### src/rtl/wrbuf_pkg.sv
package wrbuf_pkg;

    localparam int WB_AW = 30;
    localparam int WB_DW = 32;
    localparam int WB_NB = WB_DW / 8;

    typedef struct packed {
        logic [WB_AW-1:0] waddr;
        logic [WB_DW-1:0] data;
        logic [WB_NB-1:0] be;
    } wb_ent_t;

    typedef enum logic [1:0] {
        FN_IDLE = 2'd0,
        FN_WAIT = 2'd1,
        FN_DONE = 2'd2
    } fence_st_e;

endpackage

### src/rtl/wrbuf_store.sv
module wrbuf_store
    import wrbuf_pkg::*;
#(
    parameter int DEPTH = 8
) (
    input  logic    clk,
    input  logic    rst_n,
    input  logic    st_valid,
    input  wb_ent_t st_ent,
    output logic    st_ready,
    input  logic    cm_ready,
    output logic    cm_valid,
    output wb_ent_t cm_ent,
    output wb_ent_t age_ent [DEPTH],
    output logic    age_vld [DEPTH],
    output logic    drained
);

    localparam int PW = (DEPTH > 1) ? $clog2(DEPTH) : 1;
    localparam int CW = $clog2(DEPTH + 1);

    wb_ent_t        mem [DEPTH];
    logic [PW-1:0]  head, tail, yidx;
    logic [CW-1:0]  count, count_next;
    logic           can_merge, st_fire, cm_fire, alloc;
    wb_ent_t        merged;

    function automatic logic [PW-1:0] wrap_inc(input logic [PW-1:0] p);
        return (p == PW'(DEPTH - 1)) ? '0 : p + PW'(1);
    endfunction

    always_comb begin
        yidx      = (tail == '0) ? PW'(DEPTH - 1) : tail - PW'(1);
        can_merge = (count >= CW'(2)) && (mem[yidx].waddr == st_ent.waddr);
        cm_valid  = (count != '0);
        cm_ent    = mem[head];
        cm_fire   = cm_valid && cm_ready;
        st_ready  = can_merge || (count < CW'(DEPTH)) || cm_ready;
        st_fire   = st_valid && st_ready;
        alloc     = st_fire && !can_merge;
        count_next = count + CW'(alloc) - CW'(cm_fire);
        drained   = (count_next == '0);
        merged    = mem[yidx];
        for (int b = 0; b < WB_NB; b++) begin
            if (st_ent.be[b]) merged.data[8*b +: 8] = st_ent.data[8*b +: 8];
        end
        merged.be = mem[yidx].be | st_ent.be;
    end

    always_ff @(posedge clk or negedge rst_n) begin
        if (!rst_n) begin
            head  <= '0;
            tail  <= '0;
            count <= '0;
        end else begin
            if (alloc)   tail <= wrap_inc(tail);
            if (cm_fire) head <= wrap_inc(head);
            count <= count_next;
        end
    end

    always_ff @(posedge clk) begin
        if (st_fire) begin
            if (can_merge) mem[yidx] <= merged;
            else           mem[tail] <= st_ent;
        end
    end

    for (genvar k = 0; k < DEPTH; k++) begin : g_age
        logic [PW:0] sum;
        always_comb begin
            sum = {1'b0, head} + (PW+1)'(k);
            if (sum >= (PW+1)'(DEPTH)) sum = sum - (PW+1)'(DEPTH);
            age_ent[k] = mem[sum[PW-1:0]];
            age_vld[k] = (CW'(k) < count);
        end
    end

    AST_NO_OVERFLOW: assert property (@(posedge clk) disable iff (!rst_n)
        count <= CW'(DEPTH));
    AST_CM_HOLD: assert property (@(posedge clk) disable iff (!rst_n)
        cm_valid && !cm_ready |=> cm_valid && $stable(cm_ent));
    AST_MERGE_NO_ALLOC: assert property (@(posedge clk) disable iff (!rst_n)
        st_fire && can_merge && !cm_fire |=> count == $past(count));
    AST_FULL_SWAP: assert property (@(posedge clk) disable iff (!rst_n)
        count == CW'(DEPTH) && st_fire && cm_fire |=> count == CW'(DEPTH));
    AST_ACCEPT_VISIBLE: assert property (@(posedge clk) disable iff (!rst_n)
        st_fire |=> cm_valid);

endmodule

### src/rtl/wrbuf_fwd.sv
module wrbuf_fwd
    import wrbuf_pkg::*;
#(
    parameter int DEPTH = 8
) (
    input  logic             ld_valid,
    input  logic [WB_AW-1:0] ld_waddr,
    input  logic [WB_NB-1:0] ld_be,
    input  wb_ent_t          age_ent [DEPTH],
    input  logic             age_vld [DEPTH],
    output logic             ld_hit,
    output logic             ld_retry,
    output logic [WB_DW-1:0] ld_data
);

    logic [WB_NB-1:0] cov;
    logic [WB_NB-1:0] got;

    always_comb begin
        cov     = '0;
        ld_data = '0;
        for (int b = 0; b < WB_NB; b++) begin
            for (int k = 0; k < DEPTH; k++) begin
                if (age_vld[k] && age_ent[k].waddr == ld_waddr && age_ent[k].be[b]) begin
                    cov[b]             = 1'b1;
                    ld_data[8*b +: 8]  = age_ent[k].data[8*b +: 8];
                end
            end
            if (!ld_be[b]) ld_data[8*b +: 8] = '0;
        end
        got      = cov & ld_be;
        ld_hit   = ld_valid && (ld_be != '0) && (got == ld_be);
        ld_retry = ld_valid && (got != '0) && (got != ld_be);
    end

    always_comb begin
        AST_FWD_EXCL: assert (!(ld_hit && ld_retry));
    end

endmodule

### src/rtl/wrbuf_fence.sv
module wrbuf_fence
    import wrbuf_pkg::*;
(
    input  logic clk,
    input  logic rst_n,
    input  logic fence_req,
    input  logic drained,
    output logic fence_ack
);

    fence_st_e state, state_nx;

    always_ff @(posedge clk or negedge rst_n) begin
        if (!rst_n) state <= FN_IDLE;
        else        state <= state_nx;
    end

    always_comb begin
        state_nx = state;
        unique case (state)
            FN_IDLE: if (fence_req) state_nx = drained ? FN_DONE : FN_WAIT;
            FN_WAIT: begin
                if (!fence_req)   state_nx = FN_IDLE;
                else if (drained) state_nx = FN_DONE;
            end
            FN_DONE: begin
                if (!fence_req)    state_nx = FN_IDLE;
                else if (!drained) state_nx = FN_WAIT;
            end
            default: state_nx = FN_IDLE;
        endcase
    end

    always_comb begin
        fence_ack = (state == FN_DONE);
    end

    AST_ACK_NEEDS_REQ: assert property (@(posedge clk) disable iff (!rst_n)
        $rose(fence_ack) |-> $past(fence_req));

endmodule

### src/rtl/wrbuf_top.sv
module wrbuf_top
    import wrbuf_pkg::*;
#(
    parameter int DEPTH = 8
) (
    input  logic             clk,
    input  logic             rst_n,
    input  logic             st_valid,
    output logic             st_ready,
    input  logic [WB_AW-1:0] st_waddr,
    input  logic [WB_DW-1:0] st_data,
    input  logic [WB_NB-1:0] st_be,
    output logic             cm_valid,
    input  logic             cm_ready,
    output logic [WB_AW-1:0] cm_waddr,
    output logic [WB_DW-1:0] cm_data,
    output logic [WB_NB-1:0] cm_be,
    input  logic             ld_valid,
    input  logic [WB_AW-1:0] ld_waddr,
    input  logic [WB_NB-1:0] ld_be,
    output logic             ld_hit,
    output logic             ld_retry,
    output logic [WB_DW-1:0] ld_data,
    input  logic             fence_req,
    output logic             fence_ack
);

    wb_ent_t st_ent, cm_ent;
    wb_ent_t age_ent [DEPTH];
    logic    age_vld [DEPTH];
    logic    drained;

    always_comb begin
        st_ent.waddr = st_waddr;
        st_ent.data  = st_data;
        st_ent.be    = st_be;
        cm_waddr     = cm_ent.waddr;
        cm_data      = cm_ent.data;
        cm_be        = cm_ent.be;
    end

    wrbuf_store #(.DEPTH(DEPTH)) u_store (
        .clk(clk), .rst_n(rst_n),
        .st_valid(st_valid), .st_ent(st_ent), .st_ready(st_ready),
        .cm_ready(cm_ready), .cm_valid(cm_valid), .cm_ent(cm_ent),
        .age_ent(age_ent), .age_vld(age_vld), .drained(drained)
    );

    wrbuf_fwd #(.DEPTH(DEPTH)) u_fwd (
        .ld_valid(ld_valid), .ld_waddr(ld_waddr), .ld_be(ld_be),
        .age_ent(age_ent), .age_vld(age_vld),
        .ld_hit(ld_hit), .ld_retry(ld_retry), .ld_data(ld_data)
    );

    wrbuf_fence u_fence (
        .clk(clk), .rst_n(rst_n),
        .fence_req(fence_req), .drained(drained), .fence_ack(fence_ack)
    );

    AST_FENCE_EMPTY: assert property (@(posedge clk) disable iff (!rst_n)
        fence_ack |-> !cm_valid);

endmodule

### config.mk
export PLATFORM = sky130hd
export DESIGN_NAME = wrbuf_top
export DESIGN_NICKNAME = d
export VERILOG_FILES = /design/src/rtl/wrbuf_pkg.sv /design/src/rtl/wrbuf_store.sv /design/src/rtl/wrbuf_fwd.sv /design/src/rtl/wrbuf_fence.sv /design/src/rtl/wrbuf_top.sv
export SDC_FILE = /design/constraint.sdc
export NUM_CORES = 2
export LEC_CHECK = 0
export BUFFER_PORTS_ARGS = -buffer_cell sky130_fd_sc_hd__buf_4
export CELL_PAD_IN_SITES_DETAIL_PLACEMENT = 1
export CELL_PAD_IN_SITES_GLOBAL_PLACEMENT = 2
export CORE_ASPECT_RATIO = 1.4
export CORE_MARGIN = 3
export CORE_UTILIZATION = 49
export CTS_BUF_LIST = sky130_fd_sc_hd__clkbuf_4
export DETAILED_ROUTE_END_ITERATION = 8
export PLACE_DENSITY_LB_ADDON = 0.1
export SKIP_LAST_GASP = 1
export SYNTH_ARGS = -nofsm -noshare
export SYNTH_HDL_FRONTEND = slang
export SYNTH_SLANG_ARGS = --single-unit
export TNS_END_PERCENT = 50
### constraint.sdc
create_clock -name clk -period 19.55 [get_ports clk]
set_input_delay 0.9775 -clock clk [delete_from_list [all_inputs] [get_ports clk]]
set_output_delay 0.9775 -clock clk [all_outputs]
set_load 0.02 [all_outputs]
# Yosys cells after proc, flatten, opt, wreduce, memory -nomap -nowiden
# Memories as Yosys holds them, arrays and structs flattened.
# Index checks and enable logic that the tools add are counted.
# W data, S select, Z words.
# word_totals
in_bits	106
memories	1
wordCells	221
mem_bits_rw	528
out_inout_bits	103
register_bits	12
# mem_list
name	depth	word_bits	rd	rd_clocked_by_memory_dff	wr	line_no	text
u_store.mem	8	66	10	0	1	wrbuf_store.sv:22	wb_ent_t mem [DEPTH];
# op_classes
n_eq_ne	18
n_reduce_logical	59
muxes	99
n_addsub	20
n_lt_le_gt_ge	18
bitwise_logic	2
# op_table
op	n
$mux W8	40
$eq A30 B30 Y1	9
$mux W66	1
$reduce_or A66 Y1	1
$logic_and A1 B1 Y1	48
$mux W1	39
$mux W3	12
$ge A4 B4 Y1 const B	7
$sub A3 B1 Y3 const B	9
$add A3 B3 Y4 const B	4
$lt A3 B4 Y1 const A	4
$mux W2	6
$reduce_bool A4 Y1	3
$add A3 B2 Y4 const B	2
$lt A1 B4 Y1 const A	2
$lt A2 B4 Y1 const A	2
$add A3 B1 Y3 const B	2
$eq A3 B3 Y1 const B	2
$pmux W2 S3	1
$add A3 B1 Y4 const B	1
$add A4 B1 Y4	1
$and A4 B4 Y4	1
$eq A4 B4 Y1	1
$ge A3 B4 Y1 const B	1
16 further kinds	17

# Logic depth before layout (Yosys ltp)
# An unclocked memory read counts as a cell.
# depth
ltp_word	18
mapped_depth	27
depth_no_buf	18

# By module
# Synthesis repeated with hierarchy kept, for this count alone.
# unflattened
cells_unflattened	3682
area_unflattened_um2	47652.0
# by_module_without_submodules
mod	area_per_inst_um2	seq_area_each_um2	cells_per_inst	instances
wrbuf_store	41673.7	16105.4	2836	1
wrbuf_fwd	5896.9	0.0	839	1
wrbuf_fence	81.3	50.0	7	1

# Worst setup path after synthesis
# Ideal clock, no wire load.
# synth_timing
path_kind	register to register
startpoint	register u_store.tail[1]
endpoint	memory u_store.mem[4][0] in the netlist's numbering, enable pin
required_ns	18.979
path_slack_ns	10.765
path_stages_with_launch	15
period_less_slack_ns	8.785
n_path_buf	2
setup_time_ns	0.571
t_arrival_ns	8.214
path_cell_list	dfrtp_1 inv_1 ha_1 inv_1 o21ai_1 clkbuf_1 mux4_2 mux2i_1 xnor2_1 nor4_1 nand4_1 o211ai_1 clkbuf_1 mux2_2 nor3_1
# synth_between
elab_chain_cells	12
elab_cells_between_ends	18
cone_classes	add/sub: 1; eq/ne: 1; mux: 9; reduce/logical: 6; memory: 1
# synth_rtl
element	line_no	text
start: declaration	wrbuf_store.sv:23	logic [PW-1:0] head, tail, yidx;
start signal: assignment	wrbuf_store.sv:56	if (alloc) tail <= wrap_inc(tail);
$sub A3 B1 Y3 / $logic_not A3 Y1 (equally long branches)	wrbuf_store.sv:33	yidx = (tail == '0) ? PW'(DEPTH - 1) : tail - PW'(1);
$mux W3	wrbuf_store.sv:33	
$mem_v2 Z8 W66	--	
$eq A30 B30 Y1	wrbuf_store.sv:34	can_merge = (count >= CW'(2)) && (mem[yidx].waddr == st_ent.waddr);
$logic_and A1 B1 Y1	wrbuf_store.sv:34	
$logic_or A1 B1 Y1 (2 in series)	wrbuf_store.sv:38	st_ready = can_merge || (count < CW'(DEPTH)) || cm_ready;
$logic_and A1 B1 Y1	wrbuf_store.sv:39	st_fire = st_valid && st_ready;
$mux W1	wrbuf_store.sv:63	if (st_fire) begin
$mux W1 (implied by the code)	wrbuf_store.sv:65	else mem[tail] <= st_ent;
$reduce_or A66 Y1 (no line)	--	
$mux W3 (no line) / $mux W1 (equally long branches)	--	
end: declaration	wrbuf_store.sv:22	
# Parallel ways exist; a longest one is shown, timed or not.

# Final worst setup path
# layout_timing
startpoint	register u_store.head[0]
endpoint	output ld_data[24]
# layout_between
elab_chain_cells	15
elab_cells_between_ends	65
cone_classes	add/sub: 15; order compare: 8; eq/ne: 8; mux: 17; reduce/logical: 16; memory: 1
# layout_rtl
element	line_no	text
start: declaration	wrbuf_store.sv:23	
start signal: assignment	wrbuf_store.sv:57	if (cm_fire) head <= wrap_inc(head);
$add A3 B1 Y4 (tied with other cells)	wrbuf_store.sv:72	sum = {1'b0, head} + (PW+1)'(k);
$ge A4 B4 Y1 (tied with other cells)	wrbuf_store.sv:73	if (sum >= (PW+1)'(DEPTH)) sum = sum - (PW+1)'(DEPTH);
$mux W3 / $mem_v2 Z8 W66 (equally long branches)	--	
$mem_v2 Z8 W66 *	--	
$eq A30 B30 Y1 / $logic_and A1 B1 Y1 (equally long branches)	wrbuf_fwd.sv:24	if (age_vld[k] && age_ent[k].waddr == ld_waddr && age_ent[k].be[b]) begin
$logic_and A1 B1 Y1	wrbuf_fwd.sv:24	
$logic_and A1 B1 Y1 / $mux W8 (equally long branches)	wrbuf_fwd.sv:24	
$mux W8 (6 in series)	wrbuf_fwd.sv:24	
$mux W8 *	wrbuf_fwd.sv:24	
$mux W8 *	wrbuf_fwd.sv:29	if (!ld_be[b]) ld_data[8*b +: 8] = '0;
end: declaration	wrbuf_top.sv:23	output logic [WB_DW-1:0] ld_data,
# Every way passes the cells marked *; elsewhere a longest branch is shown, timed or not.

==> reports/results.ini <==
[worst_setup_path]
slowest_stage = dfrtp_4
worst-path-buf-inv = 6
arrival_ps = 9290
crit_path_start_kind = flip-flop
startpoint = u_store.head[0]
r2r_end = u_store.mem[1][14]
worst-setup-path-type = reg -> out
cpPeakStageDelay_ps = 1020
crit_family = buffers and inverters
setup.worst_path.end = ld_data[24]
rr_startpoint = u_store.tail[0]
worstSetupEndpointType = output pin
r2r_cells = 18
cp_common_cell = buf_4
r2r_slack_ps = 10040
crit_fanout = 105
cp_cell_sequence = clkinv_2 > ha_4 > buf_12 > buf_4 > nand2b_2 > buf_4 > o22ai_1 > o21ai_0 > nand4_1 > nor4b_1 > buf_4 > nand4_1 > o21a_1 > a211oi_1 > o31ai_1 > a221oi_1 > buf_4
required_ps = 18570
path_depth = 17

[cells_and_area]
instances_no_fill = 5625
fillers = 10400
drive_gt1_share_pct = 31.11
area_growth_pct = 7.942
nets = 4315

[timing]
layout_min_cycle_time_ps = 10270
fin_setup_tns_ps = 0
drv_slew = 2
fmax_mhz = 97.41
worstMarginPinSlew_ps = 1504
hold_violations = 0
fin_crit_sh_pct = 52.51
rsz0062_at_grt = no
relSlewSlack_pct = -2.860
fin_skew_ps = 64.65
finalSetupViolations = 0

[detailed_routing]
drt-initial-drc-count = 5248
postRouteAntennaNets = 0
routedWlPerCell_um = 38.99
wl_mm = 219.3
drt_pass1_iterations = 6
via_per_inst = 7.553
drc = 0
vias = 42483

[global_routing]
antenna_found_initial = 10
grt_usage_pct = 41.23
grt_overflow = 0
grt_pass1_wl_mm = 310.0
grt_pass1_vias = 42382
grt_start_max_net_pins = 140

[floorplan]
initial_utilization_pct = 49.72
ioPinCount = 209
die_height_um = 383.8
num_rows = 137
die_w_um = 275.8
core_region_area_um2 = 100400
dieArea_um2 = 105800

[run_status]
violations = capacitance limit, slew limit
outcome = complete, but fails checks

[placed_design]
dp_hpwl_mm = 156.2
io_buffer_count = 208
place.gp.congestion = 1.049
dp.cells = 5376

[logic_synthesis]
synthFlopType = edfxtp_1
synth.avg_cell_area_um2 = 12.13
ys_types = 110
synth_edf_count = 528
synth_top_area_share_pct = 31.75
ys_ff_latch = 540
yosysSeqAreaShare_pct = 32.35
netlist_instances = 4116
ys_warn_count = 0
synth_area_leaders = edfxtp_1 32%, mux4_2 29%, mux2i_1 7.5%, nand2_1 3.9%, xnor2_1 2.6%
syn_area_um2 = 49940
yosysTopAreaCell = edfxtp_1
synth_nets = 4237
postSynth.asyncResetShare_pct = 2.222

[clock_network]
cts_tree = built
clk_path_buf_depth = 3
path_clk_slew_ps = 80
clk_latency_ps = 1130
cts_buffers = 135
h-tree-depth = 4
cts_root_buf = clkbuf_4
post_cts_resized = 0
numClockSinks = 540

[worst_hold_path]
min_path_type = in -> reg

[run]
maxCapViolCount = 1

-- routing by layer --
layer / up-vias / wire (um) / share of wire (%) / global-route usage [%]
li1: 16964 / - / - / -
met1: 22161 / 74570 / 34 / 47.59
met2: 2635 / 107400 / 49 / 68.53
met3: 723 / 17730 / 8.1 / 7.253
met4: 0 / 19630 / 9.0 / 30.60
met5: - / 0 / 0 / 0
-- worst min-delay path by stage --
stage,startpoint,slack [ps],endpoint,cells after the start
after floorplan,u_fence.state[1],500,u_fence.state[1],3
final,fence_req,110,u_fence.state[1],3
after global placement,u_fence.state[1],520,u_fence.state[1],3
after detailed placement,u_fence.state[1],530,u_fence.state[1],3
after global routing,fence_req,50,u_fence.state[1],3
after CTS,fence_req,0.1,u_fence.state[1],3
-- registers in the layout, indices dropped and copies added (netlist names) --
name,flops
u_fence.state,2
u_store.count,4
u_store.head,3
u_store.mem,528
u_store.tail,3
-- cells in the mapped netlist, types with 49 or more instances --
library cell	instances
nor2_1	224
a21oi_1	146
buf_2	101
mux2i_1	374
a22oi_1	76
a31oi_1	49
nand4_1	53
mux2_2	97
nand2_1	523
xnor2_1	148
mux4_2	640
o21ai_0	83
edfxtp_1	528
clkbuf_1	126
-- final cells by class --
class	instances	area (um2)	share of cell area (%)
inverter	65	247.7	0.4595
antenna	14	35.03	0.06498
clock inverter	57	405.4	0.7520
timing repair buffer	303	2352	4.363
clock buffer	177	1329	2.465
multi-input combinational	3149	31720	58.84
sequential	540	16170	29.99
tap	1320	1652	3.064
-- repair_timing --
action	in CTS	in global routing
endpoints found under the hold margin	12	0
buffers inserted	0	0
hold buffers	1	0
endpoints found under the setup margin	0	0
-- worst register-to-register path, stage by stage, from the launching register on --
cell	delay (ps)
dfrtp_1	480
inv_1	180
ha_4	160
inv_1	60
o21ai_4	270
buf_4	450
buf_4	570
mux4_2	600
mux2i_1	280
xnor2_1	140
nor4_1	1080
nand4_1	270
o211ai_1	260
buf_4	760
buf_4	920
mux2i_1	250
nor3_2	910
buf_4	540
buf_4	840
-- cells by family after synthesis --
group,share of synthesized area (%)
DFF,32.35
muxes,38.62
buffers and inverters,4.552
and+or+nand+nor,10.77
adders and majority gates,0.3908
xor gates and xnor gates,3.046
AOI/OAI and AO/OA,10.27
-- cells in the final DEF (no fill, tap or decap), types with 23 or more instances in the layout --
master,instances
a22oi_1,76
clkinv_1,48
a21oi_1,145
edfxtp_1,528
o22ai_1,46
and3_1,27
mux2i_1,374
or3_1,30
a22o_1,23
mux4_2,640
and2_1,46
nand4_1,53
clkbuf_4,177
o21ai_0,83
nor4_1,25
xnor2_1,147
a31oi_1,49
nor2_1,224
nor3_1,24
a211oi_1,27
a221oi_1,45
buf_4,296
a21o_1,24
mux2_2,97
nand2_1,523
inv_1,45
nand3_1,35
-- metrics by stage --
step	hold slack (ps)	setup WS, ps	cell area, um2	util, %
global route	48.24	8839	53890	53.65
global placement	520.0	10590	52130	51.90
CTS	0.1281	9261	53880	53.63
finish	109.4	9284	53910	53.67
floorplan	500.1	10770	49940	-
detailed placement	528.5	10440	52130	51.90
Power is left out: the tool's default activity adds up to more than one toggle a clock period on the data nets, which glitch-free logic cannot reach.
